`src/rtl/sci_stat_pkg.sv`:
```
package sci_stat_pkg;

    localparam int STAT_W   = 8;
    localparam int TDRE_BIT = 0;
    localparam int TEND_BIT = 1;
    localparam int MPB_BIT  = 2;

    typedef struct packed {
        logic mpb;
        logic tend;
        logic tdre;
    } flags_t;

    localparam flags_t FLAGS_RESET = '{mpb: 1'b0, tend: 1'b1, tdre: 1'b1};

    typedef enum logic [1:0] {
        TEND_HOLD  = 2'd0,
        TEND_SET   = 2'd1,
        TEND_CLEAR = 2'd2
    } tend_act_e;

    function automatic logic [STAT_W-1:0] pack_status(flags_t f);
        logic [STAT_W-1:0] s;
        s           = '0;
        s[TDRE_BIT] = f.tdre;
        s[TEND_BIT] = f.tend;
        s[MPB_BIT]  = f.mpb;
        return s;
    endfunction

    function automatic int max2(int a, int b);
        return (a > b) ? a : b;
    endfunction

endpackage

```
`src/rtl/sci_clr_arm.sv`:
```
module sci_clr_arm (
    input  logic clk,
    input  logic rst,
    input  logic standby_i,
    input  logic rd_i,
    input  logic wr_i,
    input  logic wr_zero_i,
    input  logic tdre_i,
    output logic clr_o
);
    logic armed_q;

    // a write consumes the arm; a read reloads it from the flag it saw
    always_ff @(posedge clk) begin
        if (rst || standby_i) begin
            armed_q <= 1'b0;
        end else if (wr_i) begin
            armed_q <= 1'b0;
        end else if (rd_i) begin
            armed_q <= tdre_i;
        end
    end

    assign clr_o = wr_i && armed_q && wr_zero_i && !standby_i;

endmodule

```
`src/rtl/sci_guard_timer.sv`:
```
module sci_guard_timer #(
    parameter int TICKS_GM0 = 5,
    parameter int TICKS_GM1 = 2
) (
    input  logic clk,
    input  logic rst,
    input  logic abort_i,
    input  logic start_i,
    input  logic tick_i,
    input  logic gm_i,
    output logic fire_o
);
    localparam int MAXT  = sci_stat_pkg::max2(TICKS_GM0, TICKS_GM1);
    localparam int CNT_W = $clog2(MAXT + 1);
    localparam logic [CNT_W-1:0] LAST0 = CNT_W'(TICKS_GM0 - 1);
    localparam logic [CNT_W-1:0] LAST1 = CNT_W'(TICKS_GM1 - 1);

    logic             pend_q;
    logic [CNT_W-1:0] cnt_q;
    logic [CNT_W-1:0] last_idx;

    assign last_idx = gm_i ? LAST1 : LAST0;
    assign fire_o   = pend_q && tick_i && (cnt_q == last_idx) && !abort_i && !start_i;

    always_ff @(posedge clk) begin
        if (rst || abort_i) begin
            pend_q <= 1'b0;
            cnt_q  <= '0;
        end else if (start_i) begin
            pend_q <= 1'b1;
            cnt_q  <= '0;
        end else if (fire_o) begin
            pend_q <= 1'b0;
            cnt_q  <= '0;
        end else if (pend_q && tick_i) begin
            cnt_q <= cnt_q + 1'b1;
        end
    end

endmodule

```
`src/rtl/sci_mpb_capture.sv`:
```
module sci_mpb_capture (
    input  logic clk,
    input  logic rst,
    input  logic load_i,
    input  logic bit_i,
    output logic mpb_o
);
    always_ff @(posedge clk) begin
        if (rst) begin
            mpb_o <= 1'b0;
        end else if (load_i) begin
            mpb_o <= bit_i;
        end
    end
endmodule

```
`src/rtl/sci_txend_status.sv`:
```
module sci_txend_status
    import sci_stat_pkg::*;
#(
    parameter int TICKS_GM0 = 5,
    parameter int TICKS_GM1 = 2
) (
    input  logic              clk,
    input  logic              rst,
    input  logic              standby_i,
    input  logic              sc_mode_i,
    input  logic              tx_en_i,
    input  logic              rx_en_i,
    input  logic              guard_sel_i,
    input  logic              err_sig_i,
    input  logic              half_etu_i,
    input  logic              last_bit_i,
    input  logic              tx_xfer_i,
    input  logic              mp_fmt_i,
    input  logic              mp_bit_i,
    input  logic              mp_cap_i,
    input  logic              stat_rd_i,
    input  logic              stat_wr_i,
    input  logic [STAT_W-1:0] stat_wdata_i,
    output logic [STAT_W-1:0] stat_o,
    output logic              tdre_o,
    output logic              tend_o,
    output logic              mpb_o
);
    logic      tdre_q, tend_q, mpb_q;
    logic      clr_evt, fire, force_end;
    logic      unused_wdata;
    tend_act_e tend_act;
    flags_t    flags;

    assign unused_wdata = ^stat_wdata_i;

    sci_clr_arm u_arm (
        .clk       (clk),
        .rst       (rst),
        .standby_i (standby_i),
        .rd_i      (stat_rd_i),
        .wr_i      (stat_wr_i),
        .wr_zero_i (!stat_wdata_i[TDRE_BIT]),
        .tdre_i    (tdre_q),
        .clr_o     (clr_evt)
    );

    sci_guard_timer #(
        .TICKS_GM0 (TICKS_GM0),
        .TICKS_GM1 (TICKS_GM1)
    ) u_guard (
        .clk     (clk),
        .rst     (rst),
        .abort_i (standby_i || clr_evt),
        .start_i (sc_mode_i && last_bit_i),
        .tick_i  (half_etu_i),
        .gm_i    (guard_sel_i),
        .fire_o  (fire)
    );

    sci_mpb_capture u_mpb (
        .clk    (clk),
        .rst    (rst),
        .load_i (mp_cap_i && rx_en_i && mp_fmt_i && !sc_mode_i),
        .bit_i  (mp_bit_i),
        .mpb_o  (mpb_q)
    );

    assign force_end = !tx_en_i && (!sc_mode_i || !err_sig_i);

    always_comb begin
        tend_act = TEND_HOLD;
        if (force_end) begin
            tend_act = TEND_SET;
        end else if (clr_evt) begin
            tend_act = TEND_CLEAR;
        end else if (!sc_mode_i && last_bit_i && tdre_q) begin
            tend_act = TEND_SET;
        end else if (sc_mode_i && fire && tdre_q && !err_sig_i) begin
            tend_act = TEND_SET;
        end
    end

    always_ff @(posedge clk) begin
        if (rst || standby_i) begin
            tdre_q <= FLAGS_RESET.tdre;
            tend_q <= FLAGS_RESET.tend;
        end else begin
            if (tx_xfer_i) begin
                tdre_q <= 1'b1;
            end else if (clr_evt) begin
                tdre_q <= 1'b0;
            end
            case (tend_act)
                TEND_SET:   tend_q <= 1'b1;
                TEND_CLEAR: tend_q <= 1'b0;
                default:    tend_q <= tend_q;
            endcase
        end
    end

    assign flags  = '{mpb: mpb_q, tend: tend_q, tdre: tdre_q};
    assign stat_o = pack_status(flags);
    assign tdre_o = tdre_q;
    assign tend_o = tend_q;
    assign mpb_o  = mpb_q;

endmodule

```
`config.mk`:
```
export PLATFORM = sky130hd
export DESIGN_NAME = sci_txend_status
export DESIGN_NICKNAME = d
export VERILOG_FILES = /design/src/rtl/sci_stat_pkg.sv /design/src/rtl/sci_clr_arm.sv /design/src/rtl/sci_guard_timer.sv /design/src/rtl/sci_mpb_capture.sv /design/src/rtl/sci_txend_status.sv
export SDC_FILE = /design/constraint.sdc
export NUM_CORES = 1
export LEC_CHECK = 0
export CAP_MARGIN = 10
export CELL_PAD_IN_SITES_DETAIL_PLACEMENT = 0
export CELL_PAD_IN_SITES_GLOBAL_PLACEMENT = 1
export CORE_ASPECT_RATIO = 0.7
export CORE_UTILIZATION = 25
export CTS_BUF_LIST = sky130_fd_sc_hd__clkbuf_16
export CTS_CLUSTER_DIAMETER = 100
export DETAILED_ROUTE_END_ITERATION = 8
export PLACE_DENSITY = 0.83
export SLEW_MARGIN = 20
export SYNTH_ARGS = -nofsm -noshare
export SYNTH_HDL_FRONTEND = slang
export SYNTH_HIERARCHICAL = 1
export SYNTH_SLANG_ARGS = --single-unit
```
`constraint.sdc`:
```
create_clock -name clk -period 2.6 [get_ports clk]
set_input_delay 0.39 -clock clk [delete_from_list [all_inputs] [get_ports clk]]
set_output_delay 0.39 -clock clk [all_outputs]
set_load 0.02 [all_outputs]
```
# Word level (Yosys, flattened, before mapping)
# Index checks and enable logic that the tools add are counted.
classes:
  n_eq_ne: 3
  n_reduce_logical: 33
  add_sub_neg: 1
  n_mux: 8
op_table:
  columns: ["cell", "n"]
  rows:
  - ["$logic_and A1 B1 Y1", 17]
  - ["$logic_not A1 Y1", 7]
  - ["$logic_or A1 B1 Y1", 4]
  - ["$mux W1", 4]
  - ["$mux W2", 2]
  - ["$reduce_bool A2 Y1", 2]
  - ["$reduce_or A2 Y1", 2]
  - ["$add A3 B1 Y3 const B", 1]
  - ["$eq A3 B3 Y1", 1]
  - ["$mux W3", 1]
  - ["$reduce_or A3 Y1", 1]
  - ["$eq A2 B1 Y1 const B", 1]
  - ["$eq A2 B2 Y1 const B", 1]
  - ["$pmux W1 S2", 1]
totals:
  wordCells: 51
  ff_bits: 8
  inputBits: 24
  out_inout_bits: 11

# Depth between registers and ports, before layout
depth:
  depth_word: 16
  mapped_depth: 8
  mapped_depth_nobuf: 8

# Cells and area by module
# The synthesis kept the hierarchy.
modules_own_cells:
  columns: ["mod", "area_per_inst_um2", "seq_area_each_um2", "cells_each", "instances"]
  rows:
  - ["sci_guard_timer", 252.7, 80.1, 29, 1]
  - ["sci_txend_status", 183.9, 40.0, 25, 1]
  - ["sci_clr_arm", 52.6, 20.0, 4, 1]
  - ["sci_mpb_capture", 33.8, 20.0, 3, 1]

# Worst setup path before layout
# OpenSTA, ideal clock, no wires.
synth_path:
  path_kind: "input-to-reg"
  start: "in stat_wr_i"
  end: "reg tend_q, in the netlist tend_o"
  path_buffers: 0
  setup_time_ns: 0.058
  arrival_time_ns: 1.669
  path_stages: 7
  t_required_ns: 2.542
  slack_ns: 0.873
  cell_sequence: "and4b_1 -> or2_2 -> nand4bb_1 -> a211oi_2 -> nand2_1 -> o22ai_1 -> a211o_1"
synth_via:
  elab_chain_len: 16
  word_cells_on_any_way: 18
  classes_between: "2 x eq/ne; 5 x mux; 11 x reduce/logical"
synth_rtl:
  columns: ["element", "line", "text"]
  rows:
  - ["start, declared", "sci_txend_status.sv:22", "input logic stat_wr_i,"]
  - ["$logic_and A1 B1 Y1 * (3 in series)", "sci_clr_arm.sv:24", "assign clr_o = wr_i && armed_q && wr_zero_i && !standby_i;"]
  - ["$logic_or A1 B1 Y1 *", "sci_txend_status.sv:54", ".abort_i (standby_i || clr_evt),"]
  - ["$logic_not A1 Y1 *", "sci_guard_timer.sv:23", "assign fire_o = pend_q && tick_i && (cnt_q == last_idx) && !abort_i && !start_i;"]
  - ["$logic_and A1 B1 Y1 * (2 in series)", "sci_guard_timer.sv:23", null]
  - ["via fire", "sci_txend_status.sv:30", "logic clr_evt, fire, force_end;"]
  - ["$logic_and A1 B1 Y1 * (3 in series)", "sci_txend_status.sv:79", "end else if (sc_mode_i && fire && tdre_q && !err_sig_i) begin"]
  - ["$mux W1 *", "sci_txend_status.sv:79", null]
  - ["$mux W1 *", "sci_txend_status.sv:77", "end else if (!sc_mode_i && last_bit_i && tdre_q) begin"]
  - ["$mux W2 *", "sci_txend_status.sv:75", "end else if (clr_evt) begin"]
  - ["$mux W2 *", "sci_txend_status.sv:73", "if (force_end) begin"]
  - ["$eq A2 B2 Y1 / $eq A2 B1 Y1 (equally long branches)", "sci_txend_status.sv:94", "case (tend_act)"]
  - ["$pmux W1 S2 / $reduce_bool A2 Y1 (equally long branches)", null, null]
  - ["end signal, assigned", "sci_txend_status.sv:87", "tend_q <= FLAGS_RESET.tend;"]
  - ["end signal, assigned", "sci_txend_status.sv:97", "default: tend_q <= tend_q;"]
  - ["end, declared", "sci_txend_status.sv:29", "logic tdre_q, tend_q, mpb_q;"]
# Mark *: on every way through the listed nets, which the timed path passes. The rest lies on a longest branch.
# A chain may end at the register's enable or synchronous reset.

# Final worst setup path
layout_path:
  start: "in standby_i"
  end: "reg tend_q, in the netlist tend_o"
layout_via:
  elab_chain_len: 15
  word_cells_on_any_way: 18
  classes_between: "2 x eq/ne; 5 x mux; 11 x reduce/logical"
layout_rtl:
  columns: ["element", "line", "text"]
  rows:
  - ["start, declared", "sci_txend_status.sv:9", "input logic standby_i,"]
  - ["$logic_not A1 Y1 *", "sci_clr_arm.sv:24", null]
  - ["$logic_and A1 B1 Y1 *", "sci_clr_arm.sv:24", null]
  - ["via clr_evt", "sci_txend_status.sv:30", null]
  - ["$logic_or A1 B1 Y1 *", "sci_txend_status.sv:54", null]
  - ["$logic_not A1 Y1 *", "sci_guard_timer.sv:23", null]
  - ["$logic_and A1 B1 Y1 * (2 in series)", "sci_guard_timer.sv:23", null]
  - ["via fire", "sci_txend_status.sv:30", null]
  - ["$logic_and A1 B1 Y1 * (3 in series)", "sci_txend_status.sv:79", null]
  - ["$mux W1 *", "sci_txend_status.sv:79", null]
  - ["$mux W1 *", "sci_txend_status.sv:77", null]
  - ["$mux W2 *", "sci_txend_status.sv:75", null]
  - ["$mux W2 *", "sci_txend_status.sv:73", null]
  - ["$eq A2 B2 Y1 / $eq A2 B1 Y1 (equally long branches)", "sci_txend_status.sv:94", null]
  - ["$pmux W1 S2 / $reduce_bool A2 Y1 (equally long branches)", null, null]
# Marked as above.

==> flow_results.xml <==
<?xml version="1.0" encoding="UTF-8"?>
<metrics>
  <group name="grt">
    <metric name="overflow" unit="">0</metric>
    <metric name="global_route.usage.total" unit="">0.131</metric>
    <metric name="largest_net_degree_at_the_start_of_global_routing" unit="">8</metric>
    <metric name="grt_pass1_wl" unit="um">2130</metric>
    <metric name="first_global_vias" unit="">487</metric>
    <metric name="antenna_found_initial" unit="">0</metric>
  </group>
  <group name="critical_path">
    <metric name="critical_path_arrival" unit="ns">2.32</metric>
    <metric name="critPathCapture" unit="">tend_o</metric>
    <metric name="worstReg2RegEnd" unit="">tend_o</metric>
    <metric name="endpoint_kind" unit="">flip-flop</metric>
    <metric name="worstPathCellList" unit="">clkdlybuf4s50_1 -&gt; and4b_1 -&gt; or2_2 -&gt; nand4bb_1 -&gt; a211oi_2 -&gt; nand2_1 -&gt; o22ai_1 -&gt; a211o_1</metric>
    <metric name="r2r_start" unit="">u_arm/armed_q</metric>
    <metric name="type_of_origin_of_the_critical_path" unit="">input pin</metric>
    <metric name="worst_ep_required_time" unit="ns">2.78</metric>
    <metric name="crit_slowest_cell" unit="">sky130_fd_sc_hd__clkdlybuf4s50_1</metric>
    <metric name="timing.reg2reg.worst_path_depth" unit="">7</metric>
    <metric name="cpPeakStageDelay" unit="ns">0.47</metric>
    <metric name="critPathMaxFanout" unit="">4</metric>
    <metric name="worstSetupStartpoint" unit="">standby_i</metric>
    <metric name="reg2reg_setup_slack" unit="ns">0.80</metric>
    <metric name="critical_path_class" unit="">in2reg</metric>
  </group>
  <group name="pwr">
    <metric name="total_leakage_power" unit="nW">0.323</metric>
    <metric name="pwr-share-comb" unit="">0.119</metric>
    <metric name="power.internal" unit="W">0.000354</metric>
    <metric name="share_clk_of_total_power" unit="">0.594</metric>
    <metric name="power_switching" unit="W">0.0000878</metric>
    <metric name="power-per-cell-area" unit="nW/um2">546</metric>
    <metric name="vdd_drop_max" unit="mV">0.226</metric>
    <metric name="power_frac_seq" unit="">0.287</metric>
    <metric name="p_sw_frac" unit="">0.199</metric>
  </group>
  <group name="floorplanning">
    <metric name="rows" unit="">13</metric>
    <metric name="dieWidth" unit="um">56.7</metric>
    <metric name="die_area" unit="um2">2280</metric>
    <metric name="fp.coreArea" unit="um2">1920</metric>
    <metric name="floorplan.initialDensity" unit="">0.272</metric>
    <metric name="fp.dieH" unit="um">40.3</metric>
    <metric name="i_o_pin_count" unit="">35</metric>
  </group>
  <group name="drt">
    <metric name="route.vias.total" unit="">493</metric>
    <metric name="ant_nets" unit="">0</metric>
    <metric name="drtIter0Drc" unit="">5</metric>
    <metric name="remaining_routing_drc_violations" unit="">0</metric>
    <metric name="totalWireLength" unit="um">1170</metric>
    <metric name="wl_per_cell" unit="um">11.1</metric>
    <metric name="dr.pass1.iters" unit="">4</metric>
    <metric name="drt-vias-per-instance" unit="">4.70</metric>
  </group>
  <group name="synth">
    <metric name="post_synth_main_area_contributors" unit="">sky130_fd_sc_hd__dfxtp_1, sky130_fd_sc_hd__buf_4, sky130_fd_sc_hd__and4b_1, sky130_fd_sc_hd__a211oi_2, sky130_fd_sc_hd__a21oi_1</metric>
    <metric name="synth.avg_cell_area" unit="um2">8.57</metric>
    <metric name="synth.top_cell.area_share" unit="">0.306</metric>
    <metric name="netlist_instances" unit="">61</metric>
    <metric name="yosysSeqAreaShare" unit="">0.306</metric>
    <metric name="syn-cell-area" unit="um2">523</metric>
    <metric name="number_of_synthesized_register_bits" unit="">8</metric>
    <metric name="synth_ff_type" unit="">sky130_fd_sc_hd__dfxtp_1</metric>
    <metric name="commonest_cells_post_synth" unit="">sky130_fd_sc_hd__buf_4, sky130_fd_sc_hd__dfxtp_1, sky130_fd_sc_hd__nand2_1, sky130_fd_sc_hd__nor2_1</metric>
    <metric name="yosys.cell_types.count" unit="">28</metric>
    <metric name="synth_warnings" unit="">6</metric>
    <metric name="synthDominantAreaCellType" unit="">sky130_fd_sc_hd__dfxtp_1</metric>
    <metric name="synth-edff-count" unit="">0</metric>
    <metric name="post_synth_arst_share" unit="">0</metric>
  </group>
  <group name="cells_and_area">
    <metric name="design.final.nets" unit="">110</metric>
    <metric name="synthToLayoutAreaGrowth" unit="%">54.5</metric>
    <metric name="antenna_cells" unit="">0</metric>
    <metric name="post_route_cells_drive_above_1_share" unit="">0.108</metric>
    <metric name="final_design_area_no_fill" unit="um2">808</metric>
  </group>
  <group name="sta">
    <metric name="fin_crit" unit="ns">2.13</metric>
    <metric name="final-setup-viol-count" unit="">0</metric>
    <metric name="clock_skew" unit="ns">0.00432</metric>
    <metric name="number_of_endpoints_with_negative_hold_slack_in_the_final_report" unit="">0</metric>
    <metric name="rsz0062_at_grt" unit="">no</metric>
    <metric name="timing.fmax" unit="GHz">0.469</metric>
    <metric name="period_share" unit="">0.821</metric>
    <metric name="timing.final.max_slew_violations" unit="">0</metric>
    <metric name="fin_tns_setup" unit="ns">0</metric>
  </group>
  <group name="clocking">
    <metric name="postCtsResizedCells" unit="">0</metric>
    <metric name="cts_buffer_depth" unit="">2</metric>
    <metric name="clock_insertion_delay_worst_skew" unit="ns">0.24</metric>
    <metric name="cts.hold.buffers_added" unit="">0</metric>
    <metric name="clkSlewWorstSetupHoldPaths" unit="ns">0.04</metric>
    <metric name="clkSinkCount" unit="">8</metric>
    <metric name="cts_inserted_buffers" unit="">3</metric>
    <metric name="root_buffer" unit="">sky130_fd_sc_hd__clkbuf_16</metric>
    <metric name="cts.repair_timing.setup_buffer_count" unit="">0</metric>
    <metric name="ctsHtreeMaxLevel" unit="">1</metric>
    <metric name="cts_tree" unit="">done</metric>
  </group>
  <group name="flow_run">
    <metric name="cap_violations" unit="">0</metric>
  </group>
  <group name="place">
    <metric name="io_buffer_count" unit="">22</metric>
    <metric name="detailedPlacementHpwl" unit="um">938</metric>
    <metric name="placed_area" unit="um2">733</metric>
    <metric name="gp_congestion" unit="">0.847</metric>
  </group>
  <group name="worst_hold_path">
    <metric name="hold_class" unit="">reg2reg</metric>
  </group>
  <group name="run_status">
    <metric name="outcome" unit="">complete, no violations</metric>
  </group>
</metrics>
## layout by cell type, fill, tap and decap left out
cell                              count
sky130_fd_sc_hd__clkdlybuf4s50_1     22
sky130_fd_sc_hd__dfxtp_1              8
sky130_fd_sc_hd__nand2_1              5
sky130_fd_sc_hd__nor2_1               5
sky130_fd_sc_hd__conb_1               5
sky130_fd_sc_hd__inv_1                4
sky130_fd_sc_hd__a21oi_1              4
sky130_fd_sc_hd__and4b_1              3
sky130_fd_sc_hd__clkbuf_16            3
sky130_fd_sc_hd__o21ai_0              2
sky130_fd_sc_hd__mux2i_1              2
sky130_fd_sc_hd__a211oi_2             2
sky130_fd_sc_hd__or2_2                1
sky130_fd_sc_hd__and2_1               1
sky130_fd_sc_hd__nor2b_1              1
sky130_fd_sc_hd__o22ai_1              1
sky130_fd_sc_hd__a211o_1              1
sky130_fd_sc_hd__or4_1                1
sky130_fd_sc_hd__buf_4                1
sky130_fd_sc_hd__nor4_2               1
sky130_fd_sc_hd__or3b_1               1
sky130_fd_sc_hd__nand3b_1             1
sky130_fd_sc_hd__nand4bb_1            1
sky130_fd_sc_hd__or3_4                1
sky130_fd_sc_hd__or2_0                1
sky130_fd_sc_hd__a311o_1              1
sky130_fd_sc_hd__nor4_1               1
sky130_fd_sc_hd__nand3_1              1
sky130_fd_sc_hd__o311ai_0             1
sky130_fd_sc_hd__ha_1                 1
## state kept, by name, indices dropped and copies added, names as in the netlist
signal,flops
u_guard/cnt_q,3
u_mpb/mpb_o,1
u_arm/armed_q,1
u_guard/pend_q,1
tdre_o,1
tend_o,1
## worst min-delay path by stage
| stage | from | endpoint | slack, ns | cells after the start |
|---|---|---|---|---|
| 2_1_floorplan | stat_wr_i | u_arm/armed_q | 0.46 | 1 |
| 3_3_place_gp | u_mpb/mpb_o | u_mpb/mpb_o | 0.50 | 2 |
| 3_5_place_dp | u_guard/cnt_q[2] | u_guard/cnt_q[2] | 0.53 | 2 |
| 4_1_cts | u_guard/cnt_q[0] | u_guard/cnt_q[0] | 0.54 | 2 |
| 5_1_grt | u_mpb/mpb_o | u_mpb/mpb_o | 0.55 | 2 |
| 6_report | u_mpb/mpb_o | u_mpb/mpb_o | 0.54 | 2 |
## power by group through the flow
stage | combinational (W) | sequential, W | clock [W]
floorplan | 0.0000252 | 0.000129 | 0
global placement | 0.0000522 | 0.000128 | 0
detailed placement | 0.0000528 | 0.000129 | 0
CTS | 0.0000528 | 0.000127 | 0.000267
global route | 0.0000584 | 0.000127 | 0.000270
finish | 0.0000525 | 0.000127 | 0.000262
## stage by stage
stage	worst slack, ns	util	power [W]	std cells	hold slack, ns
global placement	0.244	0.382	0.000181	102	0.505
detailed placement	0.220	0.382	0.000181	102	0.528
floorplan	0.873	-	0.000154	65	0.460
finish	0.466	0.421	0.000442	105	0.539
CTS	0.462	0.421	0.000447	105	0.538
global route	0.321	0.421	0.000455	105	0.554
## kinds of logic (layout without fill, tap and decap cells)
logic type      count (synthesis)  after routing  synth area share
buf+inv                        12             30             0.144
simple gates                   25             25             0.311
other cells                     1              5           0.00717
compound gates                 12             12             0.170
fa+ha+maj                       1              1            0.0239
flops                           8              8             0.306
mux                             2              2            0.0383
## worst max-delay path: cells and delay by family
family          cells  cell delay, ns
simple gates        4            0.92
compound gates      3            0.55
buf+inv             1            0.47
## area by class of cell
type | count | area (um2)
flip-flops and latches | 8 | 160
inverters | 4 | 15.0
clock buffers | 3 | 75.1
fillers | 191 | 1110
repair buffers | 23 | 228
well taps | 22 | 27.5
multi-input cells | 45 | 303
## layer usage
metal  global-route usage  share of wire  up-vias
met4               0.0750          0.023        0
met5                    0              0        -
li1                     -              -      255
met3               0.0484          0.039        5
met2                0.229           0.44       12
met1                0.145           0.50      221
No activity file was read; power rests on OpenSTA's default activity.
